[config.mk]
export PLATFORM = sky130hd
export DESIGN_NAME = narrow_bus_seq
export DESIGN_NICKNAME = d
export VERILOG_FILES = /design/src/rtl/nbs_pkg.sv /design/src/rtl/nbs_beat_timer.sv /design/src/rtl/nbs_lane_merge.sv /design/src/rtl/narrow_bus_seq.sv
export SDC_FILE = /design/constraint.sdc
export NUM_CORES = 1
export LEC_CHECK = 0
export BUFFER_PORTS_ARGS = -buffer_cell sky130_fd_sc_hd__buf_4
export CORE_ASPECT_RATIO = 1.25
export CORE_MARGIN = 2
export CORE_UTILIZATION = 45
export DETAILED_ROUTE_END_ITERATION = 10
export PLACE_DENSITY = 0.7
export SLEW_MARGIN = 15
export SYNTH_ARGS = -nofsm -noshare
export SYNTH_HDL_FRONTEND = slang
export SYNTH_SLANG_ARGS = --single-unit
[constraint.sdc]
create_clock -name clk -period 2.2 [get_ports clk]
set_input_delay 0.11 -clock clk [delete_from_list [all_inputs] [get_ports clk]]
set_output_delay 0.11 -clock clk [all_outputs]
set_load 0.02 [all_outputs]
[src/rtl/nbs_pkg.sv]
package nbs_pkg;
   typedef enum logic [1:0] {SZ_BYTE = 2'd0, SZ_HALF = 2'd1, SZ_WORD = 2'd2, SZ_BAD = 2'd3} size_e;
   typedef enum logic [2:0] {ST_IDLE, ST_BEAT, ST_GAP, ST_DONE, ST_ERR} seq_st_e;
   localparam logic [1:0] RATIO_4TO1 = 2'd2;

   function automatic logic cfg_illegal(input logic hs, input logic sync, input logic region3,
                                        input logic [1:0] ratio, input logic [1:0] size);
      return (hs && !sync) || (hs && region3 && ratio != RATIO_4TO1) || (size == SZ_BAD);
   endfunction
endpackage

[src/rtl/nbs_beat_timer.sv]
module nbs_beat_timer #(
   parameter int CW   = 4,
   parameter int TAIL = 2
) (
   input  logic        clk,
   input  logic        rst_n,
   input  logic        start,
   input  logic [CW:0] load_cnt,
   input  logic        hs_en,
   input  logic        ack,
   output logic        beat_end
);
   localparam int TW = (TAIL > 1) ? $clog2(TAIL) : 1;

   logic          busy_q, tail_q, win_open;
   logic [CW:0]   cnt_q;
   logic [TW-1:0] tcnt_q;

   assign win_open = busy_q && !tail_q && (cnt_q == '0);
   assign beat_end = busy_q && (tail_q ? (tcnt_q == '0) : (win_open && !hs_en));

   always_ff @(posedge clk or negedge rst_n) begin
      if (!rst_n) begin
         busy_q <= 1'b0;
         tail_q <= 1'b0;
         cnt_q  <= '0;
         tcnt_q <= '0;
      end else if (start) begin
         busy_q <= 1'b1;
         tail_q <= 1'b0;
         cnt_q  <= load_cnt;
      end else if (busy_q) begin
         if (tail_q) begin
            if (tcnt_q == '0) begin
               busy_q <= 1'b0;
               tail_q <= 1'b0;
            end else begin
               tcnt_q <= tcnt_q - 1'b1;
            end
         end else if (cnt_q != '0) begin
            cnt_q <= cnt_q - 1'b1;
         end else if (!hs_en) begin
            busy_q <= 1'b0;
         end else if (ack) begin
            tail_q <= 1'b1;
            tcnt_q <= TW'(TAIL - 1);
         end
      end
   end
endmodule

[src/rtl/nbs_lane_merge.sv]
module nbs_lane_merge #(
   parameter int LANES = 4,
   localparam int IW   = (LANES > 1) ? $clog2(LANES) : 1
) (
   input  logic               clk,
   input  logic               rst_n,
   input  logic               clear,
   input  logic               capture,
   input  logic [IW-1:0]      lane,
   input  logic [7:0]         din,
   output logic [8*LANES-1:0] dout
);
   for (genvar g = 0; g < LANES; g++) begin : g_lane
      always_ff @(posedge clk or negedge rst_n) begin
         if (!rst_n)
            dout[8*g +: 8] <= '0;
         else if (clear)
            dout[8*g +: 8] <= '0;
         else if (capture && lane == IW'(g))
            dout[8*g +: 8] <= din;
      end
   end
endmodule

[src/rtl/narrow_bus_seq.sv]
module narrow_bus_seq
   import nbs_pkg::*;
#(
   parameter int AW    = 16,
   parameter int LANES = 4,
   parameter int CW    = 4,
   parameter int TAIL  = 2
) (
   input  logic               clk,
   input  logic               rst_n,
   input  logic               req_valid,
   input  logic [AW-1:0]      req_addr,
   input  logic [1:0]         req_size,
   input  logic               req_write,
   input  logic [8*LANES-1:0] req_wdata,
   input  logic               cfg_region3,
   input  logic               cfg_hs_en,
   input  logic               cfg_sync,
   input  logic [1:0]         cfg_ratio,
   input  logic [CW-1:0]      cfg_setup,
   input  logic [CW-1:0]      cfg_wait,
   output logic               req_done,
   output logic               req_err,
   output logic [8*LANES-1:0] rd_data,
   output logic [AW-1:0]      ext_addr,
   output logic [7:0]         ext_dout,
   output logic               ext_doe,
   output logic               ext_rd,
   output logic               ext_we,
   input  logic [7:0]         ext_din,
   input  logic               ext_ack
);
   localparam int DW = 8 * LANES;
   localparam int IW = $clog2(LANES);

   if (LANES != 4) begin : g_bad_lanes
      $error("narrow_bus_seq: LANES must be 4");
   end
   if (AW < 2) begin : g_bad_aw
      $error("narrow_bus_seq: AW must be at least 2");
   end
   if (TAIL < 1) begin : g_bad_tail
      $error("narrow_bus_seq: TAIL must be at least 1");
   end

   seq_st_e       st_q;
   logic [AW-1:0] base_q;
   size_e         size_q;
   logic [IW-1:0] idx_q, last_q;
   logic          wr_q, hs_q;
   logic [DW-1:0] wdata_q;
   logic [CW:0]   span_q, span_in;
   logic          accept, bad, go_first, start, beat_end, on_beat;

   assign accept   = (st_q == ST_IDLE) && req_valid && !(cfg_hs_en && ext_ack);
   assign bad      = cfg_illegal(cfg_hs_en, cfg_sync, cfg_region3, cfg_ratio, req_size);
   assign go_first = accept && !bad;
   assign start    = go_first || ((st_q == ST_GAP) && !(hs_q && ext_ack));
   assign span_in  = {1'b0, cfg_setup} + {1'b0, cfg_wait};

   nbs_beat_timer #(.CW(CW), .TAIL(TAIL)) u_timer (
      .clk      (clk),
      .rst_n    (rst_n),
      .start    (start),
      .load_cnt (go_first ? span_in : span_q),
      .hs_en    (hs_q),
      .ack      (ext_ack),
      .beat_end (beat_end)
   );

   nbs_lane_merge #(.LANES(LANES)) u_merge (
      .clk     (clk),
      .rst_n   (rst_n),
      .clear   (go_first),
      .capture (beat_end && !wr_q),
      .lane    (idx_q),
      .din     (ext_din),
      .dout    (rd_data)
   );

   always_ff @(posedge clk or negedge rst_n) begin
      if (!rst_n) begin
         st_q    <= ST_IDLE;
         base_q  <= '0;
         size_q  <= SZ_BYTE;
         idx_q   <= '0;
         last_q  <= '0;
         wr_q    <= 1'b0;
         hs_q    <= 1'b0;
         wdata_q <= '0;
         span_q  <= '0;
      end else begin
         unique case (st_q)
            ST_IDLE: if (accept) begin
               if (bad) begin
                  st_q <= ST_ERR;
               end else begin
                  st_q    <= ST_BEAT;
                  base_q  <= req_addr;
                  size_q  <= size_e'(req_size);
                  idx_q   <= '0;
                  wr_q    <= req_write;
                  hs_q    <= cfg_hs_en;
                  wdata_q <= req_wdata;
                  span_q  <= span_in;
                  unique case (size_e'(req_size))
                     SZ_HALF: last_q <= IW'(1);
                     SZ_WORD: last_q <= IW'(LANES - 1);
                     default: last_q <= '0;
                  endcase
               end
            end
            ST_BEAT: if (beat_end) begin
               if (idx_q == last_q) begin
                  st_q <= ST_DONE;
               end else begin
                  idx_q <= idx_q + 1'b1;
                  st_q  <= ST_GAP;
               end
            end
            ST_GAP:  if (start) st_q <= ST_BEAT;
            default: st_q <= ST_IDLE;
         endcase
      end
   end

   always_comb begin
      unique case (size_q)
         SZ_HALF: ext_addr = {base_q[AW-1:1], idx_q[0]};
         SZ_WORD: ext_addr = {base_q[AW-1:2], idx_q};
         default: ext_addr = base_q;
      endcase
   end

   assign on_beat  = (st_q == ST_BEAT);
   assign ext_rd   = on_beat && !wr_q;
   assign ext_we   = on_beat && wr_q;
   assign ext_doe  = ext_we;
   assign ext_dout = ext_we ? wdata_q[8*idx_q +: 8] : 8'h00;
   assign req_done = (st_q == ST_DONE);
   assign req_err  = (st_q == ST_ERR);
endmodule

==> out/metrics.csv <==
stage;metric;value;unit
place;Buffers on Ports;136;
layout;share of layout cells above drive strength 1;26.3;%
synth;top cells by area, synth;dfrtp_1 (51%), nand2_1 (15%), o21ai_0 (4.0%), nand3_1 (3.5%), mux4_2 (3.5%);
hold_path;Worst Hold Class;input pin to register;
clocking;CTS tree;yes;
floorplan;core area;11100;um2
drt;vias per inst;5.14;
pwr;switching power summed over all nets;2.63;mW
synth;Synth Warn #;0;
pwr;Clock power frac;20.4;%
global_route;GRT overflow;0;
sta;Worst slew margin;65.5;%
pwr;internal power;4.86;mW
sta;Max Clock Skew;0.00686;ns
sta;max-slew violation count;0;
drt;antenna-violating nets left;0;
clocking;CTS Sinks;104;
global_route;pin count of the biggest net entering global routing;68;
setup_path;crit path max fanout;9;
pwr;Pleak;3.57;nW
synth;Syn Inst Count;550;
drt;Post-Route WL;12500;um
pwr;Seq pwr share;42.1;%
floorplan;Starting Density;46.2;%
place;Setup WS pre-CTS;0.133;ns
clocking;Clock Latency Late Sink;0.34;ns
pwr;Sw Share;35.1;%
place;Routability Congestion;0.809;
synth;fraction of registers with async set/reset;100;%
synth;Distinct cells, synth;50;
layout;fill count;878;
floorplan;Ports;137;
synth;Synth Flop Type;dfrtp_1;
sta;Final Hold Fails;0;
synth;syn_nets;641;
sta;RSZ-0062 raised after global routing;no;
setup_path;kind of critical path;register to output port;
sta;Period minus WS final;2.07;ns
clocking;Root Driver;clkbuf_16;
drt;TritonRoute pass-1 iters;4;
floorplan;full die area;12300;um2
global_route;met1 Use GR;26.1;%
pwr;PD cells;1070;nW/um2
sta;FMAX;483;MHz
drt;wire length per cell;14.5;um
sta;worst slew pin tran;0.518;ns
place;post-DP HPWL;8390;um
global_route;initial antenna violation count;0;
synth;number of flops mapped to enable cells by yosys;0;
pwr;Peak supply drop;0.446;mV
setup_path;Critical Path Sink Type;output port;
sta;Worst Slack Setup Final;0.130;ns
layout;n_diodes;0;
drt;routed vias;4427;
synth;Seq cells post-synth;104;
global_route;first-pass GRT wire length;20200;um
sta;setup TNS;0;ns
synth;top-area cell type share of the netlist area;50.8;%
pwr;combinational power share;37.5;%
global_route;vias in the first global route;4319;
floorplan;die height;123;um
pwr;total power;7.49;mW
synth;Post-Synthesis Cell Area;5120;um2
global_route;gr busiest metal;met2;
flow_run;Max-Cap Viols;0;
clocking;clock transition at the registers of the reported paths;0.07;ns
setup_path;WP data arrival;1.96;ns
synth;post-synth top area cell;dfrtp_1;
floorplan;row cnt;43;
drt;1st-iter DRT viols;198;
clocking;cts bufs inserted;9;
layout;Final Net Count;813;
sta;setup violators final;0;
synth;sequential area share after synthesis;50.8;%
layout;fin util;63.4;%
layout;area grow syn2layout;37.1;%
global_route;routing usage on met2;34.9;%
clocking;Clock Path Buffers;2;
floorplan;Die X-Extent;99.4;um
drt;drt drc;0;
synth;syn avg cell area;9.31;um2
layout;Post-Layout Cell Count;862;
clocking;H-Tree Depth;3;
setup_path;CP Data Required Time;2.09;ns
global_route;M3 GR Usage;3.67;%
outcome;status;finished clean;
global_route;All-Layer GR Usage;20.5;%
sta;fin crit share;94.1;%
setup_path;CP startpoint kind;register;
place;cell count after placement;794;
layer usage:
layer  wire (um)  vias up
li1            -     2152
met1        5240     2121
met2        6370      144
met3         781       10
met4         135        0
met5           0        -
cells by family after synthesis:
logic type | share of synthesized area (%)
mux | 4.55
flops | 50.8
xor+xnor | 0.855
fa+ha+maj | 3.81
simple gates | 25.1
buf+inv | 6.18
compound gates | 8.63
synth_stat cells (all sizes together) (2+ instances only):
library cell	number
nand3	36
a221o	2
and2	2
inv	15
nor2b	13
mux4	8
nor3b	6
mux2	2
o21ai	44
a21oi	7
or3	4
clkbuf	6
mux2i	3
ha	14
nor2	6
a31oi	4
xnor2	5
nand2	205
o22a	2
dfrtp	104
nor3	3
buf	37
nand2b	2
power by group through the flow:
stage                     registers [mW]  clock network, mW  logic (mW)
after global routing                3.23               1.65        3.11
after CTS                           3.14               1.58        2.83
after floorplan                     3.27                  0        1.67
after detailed placement            3.17                  0        2.74
after global placement              3.13                  0        2.67
final                               3.15               1.53        2.81
critical path, cell delays in order, from the launching register on:
cell and delay [ns]:
dfrtp_1 0.47, nor2_1 0.19, buf_4 0.17, nand3_1 0.33
nor2b_1 0.28, buf_4 0.18
cell usage in the layout, fill, tap and decap left out, drive strengths merged, types with 2 or more instances in the layout:
cell type    count
ha              14
nor3b            6
buf            153
or3              4
clkbuf          14
nor3             3
nand3           36
nand2b           2
a31oi            4
nor2b           13
mux4             8
and2             2
dlygate4sd3     51
xnor2            5
a21oi            7
dfrtp          104
mux2             2
o22a             2
o21ai           44
a221o            2
nand2          205
nor2             6
inv             15
mux2i            3
state kept, by name (all words and copies together) (netlist names), 2 cells and up:
register,cells
base_q,16
idx_q,2
last_q,2
size_q,2
span_q,5
st_q,3
u_merge.dout,32
u_timer.cnt_q,5
wdata_q,32
path summary, 6_finish.rpt:
| path | to | depth (start not counted) | slack (ns) | start |
|---|---|---|---|---|
| setup reg to reg | u_timer.cnt_q[4] | 7 | 0.20 | u_timer.cnt_q[0] |
| hold reg to reg | wdata_q[16] | 2 | 0.47 | wdata_q[16] |
| setup / recovery | ext_dout[1] | 5 | 0.13 | st_q[1] |
| max in group asynchronous | wdata_q[1] | 3 | 1.22 | rst_n |
| min in group asynchronous | u_merge.dout[12] | 2 | 0.26 | rst_n |
| hold / removal | wdata_q[7] | 3 | 0.01 | req_wdata[7] |
metrics by stage:
stage / hold WS [ns] / cell area [um2]
after floorplan: -0.186 / 5120
after global placement: 0.0868 / 6200
after detailed placement: 0.0880 / 6200
after CTS: 0.00673 / 7000
after global routing: 0.0304 / 7020
final: 0.0111 / 7020
layout make-up:
type | instances | area, um2 | area share, %
clock buffer | 14 | 274 | 3.90
timing repair buffer | 204 | 1700 | 24.2
sequential | 104 | 2600 | 37.1
inverter | 15 | 56.3 | 0.802
multi-input combinational | 388 | 2210 | 31.5
clock inverter | 2 | 12.5 | 0.178
tap | 135 | 169 | 2.41
timing repair:
action / CTS / global route
endpoints found under the setup margin: 0 / 14
gates resized for setup: 0 / 1
setup buffers: 0 / 1
hold endpoints to repair: 82 / 0
hold buffers: 51 / 0
(Power assumes the default switching activity.)
